`src/rtl/lamp_start_pkg.sv`:
```
package lamp_start_pkg;
  typedef enum logic [1:0] {
    ST_IDLE   = 2'd0,
    ST_IGNITE = 2'd1,
    ST_RUN    = 2'd2,
    ST_FAIL   = 2'd3
  } lamp_state_e;
endpackage

```
`src/rtl/lamp_start_sync.sv`:
```
module lamp_start_sync #(
  parameter int STAGES = 2
) (
  input  logic clk,
  input  logic rst_n,
  input  logic d,
  output logic q
);
  logic [STAGES-1:0] chain_q;

  generate
    for (genvar i = 0; i < STAGES; i++) begin : g_stage
      if (i == 0) begin : g_first
        always_ff @(posedge clk or negedge rst_n) begin
          if (!rst_n) chain_q[0] <= 1'b0;
          else        chain_q[0] <= d;
        end
      end else begin : g_next
        always_ff @(posedge clk or negedge rst_n) begin
          if (!rst_n) chain_q[i] <= 1'b0;
          else        chain_q[i] <= chain_q[i-1];
        end
      end
    end
  endgenerate

  assign q = chain_q[STAGES-1];
endmodule

```
`src/rtl/lamp_start_filter.sv`:
```
// Qualifies the synchronised lit level: rises only after DEB_CYC high
// samples in a row, falls on the first low sample.
module lamp_start_filter #(
  parameter int DEB_CYC = 1000
) (
  input  logic clk,
  input  logic rst_n,
  input  logic lit_s,
  output logic lit_ok
);
  localparam int CW = $clog2(DEB_CYC + 1);
  localparam logic [CW-1:0] CMAX = CW'(DEB_CYC);

  logic [CW-1:0] cnt_q, cnt_d;
  logic          cnt_en;

  always_comb begin
    cnt_en = !lit_s || (cnt_q != CMAX);
    if (!lit_s) cnt_d = '0;
    else        cnt_d = cnt_q + 1'b1;
  end

  always_ff @(posedge clk or negedge rst_n) begin
    if (!rst_n)      cnt_q <= '0;
    else if (cnt_en) cnt_q <= cnt_d;
  end

  assign lit_ok = (cnt_q == CMAX);

  // a low sample removes the qualification at the next edge
  p_fall_fast_r6: assert property (@(posedge clk) disable iff (!rst_n)
    !lit_s |=> !lit_ok);

  // qualification only ever follows a high sample
  p_rise_needs_high_r4: assert property (@(posedge clk) disable iff (!rst_n)
    $rose(lit_ok) |-> $past(lit_s));
endmodule

```
`src/rtl/lamp_start_timer.sv`:
```
module lamp_start_timer #(
  parameter int unsigned LIMIT = 150_000_000
) (
  input  logic clk,
  input  logic rst_n,
  input  logic active,
  output logic expire
);
  localparam int TW = $clog2(LIMIT + 1);
  localparam logic [TW-1:0] LAST = TW'(LIMIT - 1);

  logic [TW-1:0] cnt_q, cnt_d;
  logic          cnt_en;

  always_comb begin
    cnt_en = active || (cnt_q != '0);
    cnt_d  = active ? cnt_q + 1'b1 : '0;
  end

  always_ff @(posedge clk or negedge rst_n) begin
    if (!rst_n)      cnt_q <= '0;
    else if (cnt_en) cnt_q <= cnt_d;
  end

  assign expire = active && (cnt_q == LAST);

  // the count never runs past the window while ignition is active
  p_window_bound_r3: assert property (@(posedge clk) disable iff (!rst_n)
    active |-> (cnt_q <= LAST));

  // a window always starts from zero
  p_fresh_start_r8: assert property (@(posedge clk) disable iff (!rst_n)
    (active && !$past(active)) |-> (cnt_q == '0));
endmodule

```
`src/rtl/lamp_start_fsm.sv`:
```
module lamp_start_fsm
  import lamp_start_pkg::*;
(
  input  logic        clk,
  input  logic        rst_n,
  input  logic        req,
  input  logic        lit_ok,
  input  logic        expire,
  output lamp_state_e state
);
  lamp_state_e state_d;

  always_comb begin
    state_d = state;
    unique case (state)
      ST_IDLE:   if (req) state_d = ST_IGNITE;
      ST_IGNITE: begin
        if (!req)        state_d = ST_IDLE;
        else if (lit_ok) state_d = ST_RUN;
        else if (expire) state_d = ST_FAIL;
      end
      ST_RUN: begin
        if (!req)         state_d = ST_IDLE;
        else if (!lit_ok) state_d = ST_FAIL;
      end
      ST_FAIL:   if (!req) state_d = ST_IDLE;
      default:   state_d = ST_IDLE;
    endcase
  end

  always_ff @(posedge clk or negedge rst_n) begin
    if (!rst_n) state <= ST_IDLE;
    else        state <= state_d;
  end

  // a released request always lands in idle
  p_release_idle_r8: assert property (@(posedge clk) disable iff (!rst_n)
    !req |=> (state == ST_IDLE));

  // fault persists while the request stays high
  p_fault_hold_r7: assert property (@(posedge clk) disable iff (!rst_n)
    (state == ST_FAIL && req) |=> (state == ST_FAIL));

  // run is entered only with a qualified lit signal
  p_run_entry_r4: assert property (@(posedge clk) disable iff (!rst_n)
    (state == ST_RUN && $past(state) != ST_RUN) |-> $past(lit_ok));
endmodule

```
`src/rtl/lamp_start_ctrl.sv`:
```
module lamp_start_ctrl
  import lamp_start_pkg::*;
#(
  parameter int unsigned CLK_HZ      = 100_000_000,
  parameter int          DEB_CYC     = 1000,
  parameter int          SYNC_STAGES = 2
) (
  input  logic clk,
  input  logic rst_n,
  input  logic lamp_req,
  input  logic lit_in,
  output logic ign_en,
  output logic run_on,
  output logic fault_off
);
  localparam int unsigned TIMEOUT_CYC = CLK_HZ + CLK_HZ / 2;

  logic        lit_s;
  logic        lit_ok;
  logic        expire;
  lamp_state_e state;

  lamp_start_sync #(.STAGES(SYNC_STAGES)) u_sync (
    .clk(clk), .rst_n(rst_n), .d(lit_in), .q(lit_s)
  );

  lamp_start_filter #(.DEB_CYC(DEB_CYC)) u_filter (
    .clk(clk), .rst_n(rst_n), .lit_s(lit_s), .lit_ok(lit_ok)
  );

  lamp_start_timer #(.LIMIT(TIMEOUT_CYC)) u_timer (
    .clk(clk), .rst_n(rst_n), .active(state == ST_IGNITE), .expire(expire)
  );

  lamp_start_fsm u_fsm (
    .clk(clk), .rst_n(rst_n), .req(lamp_req), .lit_ok(lit_ok),
    .expire(expire), .state(state)
  );

  assign ign_en    = (state == ST_IGNITE);
  assign run_on    = (state == ST_RUN);
  assign fault_off = (state == ST_FAIL);

  // outputs are mutually exclusive
  p_one_output_r9: assert property (@(posedge clk) disable iff (!rst_n)
    $onehot0({ign_en, run_on, fault_off}));

  // an unlit window end raises the fault
  p_timeout_fault_r3: assert property (@(posedge clk) disable iff (!rst_n)
    (expire && !lit_ok && lamp_req) |=> fault_off);

  // the igniter is never on while running
  p_run_no_ign_r6: assert property (@(posedge clk) disable iff (!rst_n)
    run_on |-> !ign_en);
endmodule

```
`config.mk`:
```
export PLATFORM = sky130hd
export DESIGN_NAME = lamp_start_ctrl
export DESIGN_NICKNAME = d
export VERILOG_FILES = /design/src/rtl/lamp_start_pkg.sv /design/src/rtl/lamp_start_sync.sv /design/src/rtl/lamp_start_filter.sv /design/src/rtl/lamp_start_timer.sv /design/src/rtl/lamp_start_fsm.sv /design/src/rtl/lamp_start_ctrl.sv
export SDC_FILE = /design/constraint.sdc
export NUM_CORES = 1
export LEC_CHECK = 0
export CORE_AREA = 2 2 64 66
export CTS_CLUSTER_DIAMETER = 200
export DETAILED_ROUTE_END_ITERATION = 10
export DIE_AREA = 0 0 66 68
export PLACE_DENSITY = 0.82
export SLEW_MARGIN = 20
export SYNTH_ARGS = -nofsm -noshare
export SYNTH_HDL_FRONTEND = slang
export SYNTH_SLANG_ARGS = --single-unit
```
`constraint.sdc`:
```
create_clock -name clk -period 2 [get_ports clk]
set_clock_uncertainty 0.05 [all_clocks]
set_input_delay 0.4 -clock clk [delete_from_list [all_inputs] [get_ports clk]]
set_output_delay 0.4 -clock clk [all_outputs]
set_load 0.02 [all_outputs]
```
Word-level counts from Yosys, hierarchy flattened
Cells that the tools add are included.
{ "word_totals": {"reg_bits": 42, "input_bits": 4} }
{ "op_classes": {"add_sub_neg": 2, "eq_ne": 10, "n_mux": 10, "n_reduce_logical": 7} }
{ "op_table": {"columns": ["cell", "count"], "rows": [
  ["$add 28x1->28 const B", 1],
  ["$eq 28x28->1 const B", 1],
  ["$mux 28", 1],
  ["$reduce_bool 28->1", 1],
  ["$mux 2", 7],
  ["$add 10x1->10 const B", 1],
  ["$eq 10x10->1 const B", 1],
  ["$mux 10", 1],
  ["$ne 10x10->1 const B", 1],
  ["$pmux 2 s4", 1],
  ["$eq 2x2->1 const B", 2],
  ["$ne 2x2->1 const B", 2],
  ["$ne 4x3->1 const B", 1],
  ["$reduce_and 4->1", 1],
  ["$ne 3x3->1 const B", 1],
  ["$eq 2x1->1 const B", 1],
  ["$logic_not 2->1", 1],
  ["$logic_or 1x1->1", 2],
  ["$logic_and 1x1->1", 1],
  ["$logic_not 1->1", 1]
]} }

Logic depth before layout (Yosys ltp)
{ "depth": {"ltp_word": 6, "ltp_mapped": 7, "depth_no_buf": 6} }

Modules after synthesis
A second synthesis with hierarchy kept.
{ "hier_totals": {"cells_unflattened": 233, "hier_area_um2": 2229.6} }
{ "by_module_without_submodules": {"columns": ["module", "n_inst", "cells_per_inst", "area_each_um2", "seq_area_each_um2"], "rows": [
  ["lamp_start_timer", 1, 169, 1552.7, 700.7],
  ["lamp_start_filter", 1, 53, 523.0, 250.2],
  ["lamp_start_fsm", 1, 6, 81.3, 50.0],
  ["lamp_start_sync", 1, 2, 50.0, 50.0],
  ["lamp_start_ctrl", 1, 3, 22.5, 0.0]
]} }

Worst setup path after synthesis
OpenSTA, ideal clock, no wires.
{ "synth_path": {"kind": "register -> register", "from": "register u_filter.cnt_q[0]", "to": "register u_filter.cnt_q[0]", "setup_ps": 119, "arrival_ps": 1559, "setup_slack_ps": 272, "stages_incl_launch_ff": 8, "period_less_slack_ps": 1728, "path_cell_list": "dfrtp_1 -> inv_1 -> ha_1 -> inv_1 -> or4_1 -> clkbuf_1 -> xnor2_1 -> and2_1"} }
{ "synth_via": {"elab_chain_len": 2} }
{ "synth_lines": {"columns": ["item", "line_no", "source"], "rows": [
  ["start, declared", "lamp_start_filter.sv:14", "logic [CW-1:0] cnt_q, cnt_d;"],
  ["start signal, assigned", "lamp_start_filter.sv:25", "else if (cnt_en) cnt_q <= cnt_d;"],
  ["$add 10x1->10 / $ne 10x10->1 (equally long branches)", "lamp_start_filter.sv:20, lamp_start_filter.sv:18", null],
  ["$mux 10 / $logic_or 1x1->1 (equally long branches)", "lamp_start_filter.sv:19, lamp_start_filter.sv:18", null]
]} }
Parallel ways exist; a longest one is shown, timed or not.
A chain may end at the register's enable or synchronous reset.

Worst setup path in the final report
{ "layout_path": {"from": "register u_fsm.state[0]", "to": "output run_on"} }
{ "layout_via": {"elab_chain_len": 1} }
{ "layout_lines": {"columns": ["item", "line_no", "source"], "rows": [
  ["start, declared", "lamp_start_fsm.sv:9", "output lamp_state_e state"],
  ["start signal, assigned", "lamp_start_fsm.sv:33", "else state <= state_d;"],
  ["$eq 2x2->1", "lamp_start_ctrl.sv:41", "assign run_on = (state == ST_RUN);"],
  ["end, declared", "lamp_start_ctrl.sv:13", "output logic run_on,"]
]} }
Every way passes these cells.

==> flow_summary.ini <==
[outcome]
status = finished clean

[grt]
grt_pass1_wl_um = 7530
overflow = 0
grt_max_degree = 25
antenna_found_initial = 0
grt_pass1_vias = 1649
grt_usage_pct = 22.2

[place]
io_buffer_count = 6
place_hpwl_um = 3060
pre_cts_ws_ps = 185
gp_congestion = 0.872

[detailed_routing]
highest_layer = met4
vias = 1725
drtAntennaViolNets = 0
vias_per_cell = 5.87
wl_met3_um = 214
drt_iter0_markers = 125
drc = 0
drt-total-wl_um = 4310
dr.pass1.iters = 4
wl_met1_um = 2030
routedWlPerCell_um = 14.6
wl_met2_um = 1990

[worst_setup_path]
cp-start-kind = flip-flop
worstRegToRegCells = 6
crit_fanout = 4
worst-endpoint-required_ps = 1550
worstSetupEndpointType = output port
worstPathArrival_ps = 1490
path_class = reg2out

[pwr]
ir_worst_vdd_uv = 342
power_leakage_nw = 1.03
powerDensity_nw_per_um2 = 670

[timing]
tightest_slew_ps = 522
period_needed_ps = 1940
slew_headroom_pct = 65.2
hold_violations = 0
rsz0062_at_grt = false
finalSetupViolCount = 0
drv_slew = 0
whs_ps = 20.1
fin_crit_sh_pct = 97.2
tns_ps = 0
finalWorstSetupSlack_ps = 55.0
max_freq_mhz = 514

[cts]
path_clk_slew_ps = 80
clock_latency_ps = 300
clk_path_buf_depth = 2
cts_tree = done
clock_sinks = 42
cts_root_buf = clkbuf_8
cts_buffers = 5
htreeDepth = 2
post-cts-setup-buffer-count = 0

[synthesis]
synth_area_sq_um = 2180
syn_area_per_cell_sq_um = 9.56
ys_ff_latch = 42
postSynthNetCount = 236
ys_seq_area_share_pct = 48.2
synth_cell_types = 36
synth_warnings = 0
syn_inst = 228

[floorplan]
fp-row-count = 23
die-area_sq_um = 4490
initial_core_util_pct = 56.5
die_w_um = 66
coreArea_sq_um = 3860
die_h_um = 68
pin_count = 7

[run]
maxCapViolations = 0

[final_layout]
drive_above_1_share_pct = 9.43
multi_input_area_sq_um = 1040
area_delta_synth_final_pct = 11.1
seqCellArea_sq_um = 1050
diodes = 0
nets = 251
fillers = 313

[worst_hold_path]
hp-class = in2async
power breakdown:
part | switching (mW) | internal (mW)
registers | 0.0323 | 0.877
clock network | 0.280 | 0.278
logic | 0.0842 | 0.0716
total | 0.396 | 1.23
synthesized netlist by cell type (all sizes together):
cell | number | area share (%)
a21boi | 3 | 1.0
a21oi | 12 | 2.8
a22o | 1 | 0.40
and2 | 8 | 2.3
and3 | 2 | 0.57
and4 | 3 | 1.3
buf | 4 | 1.5
clkbuf | 6 | 1.0
dfrtp | 42 | 48
ha | 4 | 2.3
inv | 9 | 1.5
mux2 | 1 | 0.52
mux2i | 3 | 1.4
nand2 | 20 | 3.4
nand2b | 4 | 1.1
nand3 | 14 | 3.2
nand3b | 1 | 0.34
nand4 | 8 | 2.6
nand4b | 1 | 0.40
nand4bb | 1 | 0.52
nor2 | 13 | 2.2
nor2b | 2 | 0.57
nor3 | 3 | 0.69
nor4 | 9 | 2.6
nor4b | 1 | 0.40
o211ai | 1 | 0.34
o21a | 1 | 0.34
o21ai | 13 | 3.0
o31ai | 3 | 1.0
or3 | 11 | 3.2
or4 | 8 | 2.8
xnor2 | 6 | 2.4
xor2 | 10 | 4.0
per-stage QoR:
| step | util, % | power (mW) | area, sq um | instances |
|---|---|---|---|---|
| after floorplan | - | 1.02 | 2180 | 228 |
| after global placement | 60.5 | 1.08 | 2330 | 286 |
| after detailed placement | 60.5 | 1.08 | 2330 | 286 |
| after CTS | 62.8 | 1.64 | 2420 | 294 |
| after global routing | 62.8 | 1.70 | 2420 | 294 |
| final | 62.8 | 1.62 | 2420 | 294 |
critical path, cell delays in order (launching register included):
cell             delay [ps]
dfrtp_1                 410
nor2b_1                 170
clkdlybuf4s50_1         620
timing repair:
action	CTS	global route
gates resized for setup	1	0
setup endpoints to repair	1	0
hold buffers	0	0
cells in the final DEF, fill, tap and decap left out, types with 4 or more instances in the layout:
cell type / count
xnor2_1: 6
nand4_1: 7
a21oi_1: 12
o21ai_0: 13
or4_1: 8
xor2_1: 10
nand2_1: 20
and2_1: 8
ha_1: 4
clkbuf_8: 6
nand2b_1: 4
or3_1: 11
dfrtp_1: 42
clkdlybuf4s50_1: 4
inv_1: 9
nor4_1: 9
nand3_1: 14
buf_4: 12
nor2_1: 13
kinds of logic after synthesis:
group / synth area share, %
buffers and inverters: 4.08
AOI/OAI and AO/OA: 8.90
xor gates and xnor gates: 6.43
adders and majority gates: 2.30
muxes: 1.89
and+or+nand+nor: 28.2
DFF: 48.2
per-layer routing:
layer	vias to the layer above	global-route usage (%)
li1	845	-
met1	836	30.3
met2	38	34.3
met3	6	5.43
met4	0	8.42
met5	-	0
final timing paths:
kind                              startpoint                end  slack [ps]
min in group clk           u_sync.chain_q[0]           u_sync.q         300
hold / removal                         rst_n     u_fsm.state[0]          20
setup reg to reg           u_filter.cnt_q[0]  u_filter.cnt_q[0]         120
hold reg to reg            u_sync.chain_q[0]           u_sync.q         300
max in group asynchronous              rst_n  u_timer.cnt_q[10]        1230
setup / recovery              u_fsm.state[0]             run_on          60
state kept, by name (all words and copies together), names as in the netlist:
register	cells
u_filter.cnt_q	10
u_fsm.state	2
u_sync.chain_q	1
u_sync.q	1
u_timer.cnt_q	28
cell type report:
type / count / share of cell area, %
Multi-Input combinational cell: 167 / 42.9
Sequential cell: 42 / 43.4
Tap cell: 50 / 2.58
Inverter: 9 / 1.39
Clock buffer: 7 / 3.56
Timing Repair Buffer: 18 / 5.94
Clock inverter: 1 / 0.207
Note: power is estimated with default switching activity, not from simulation.
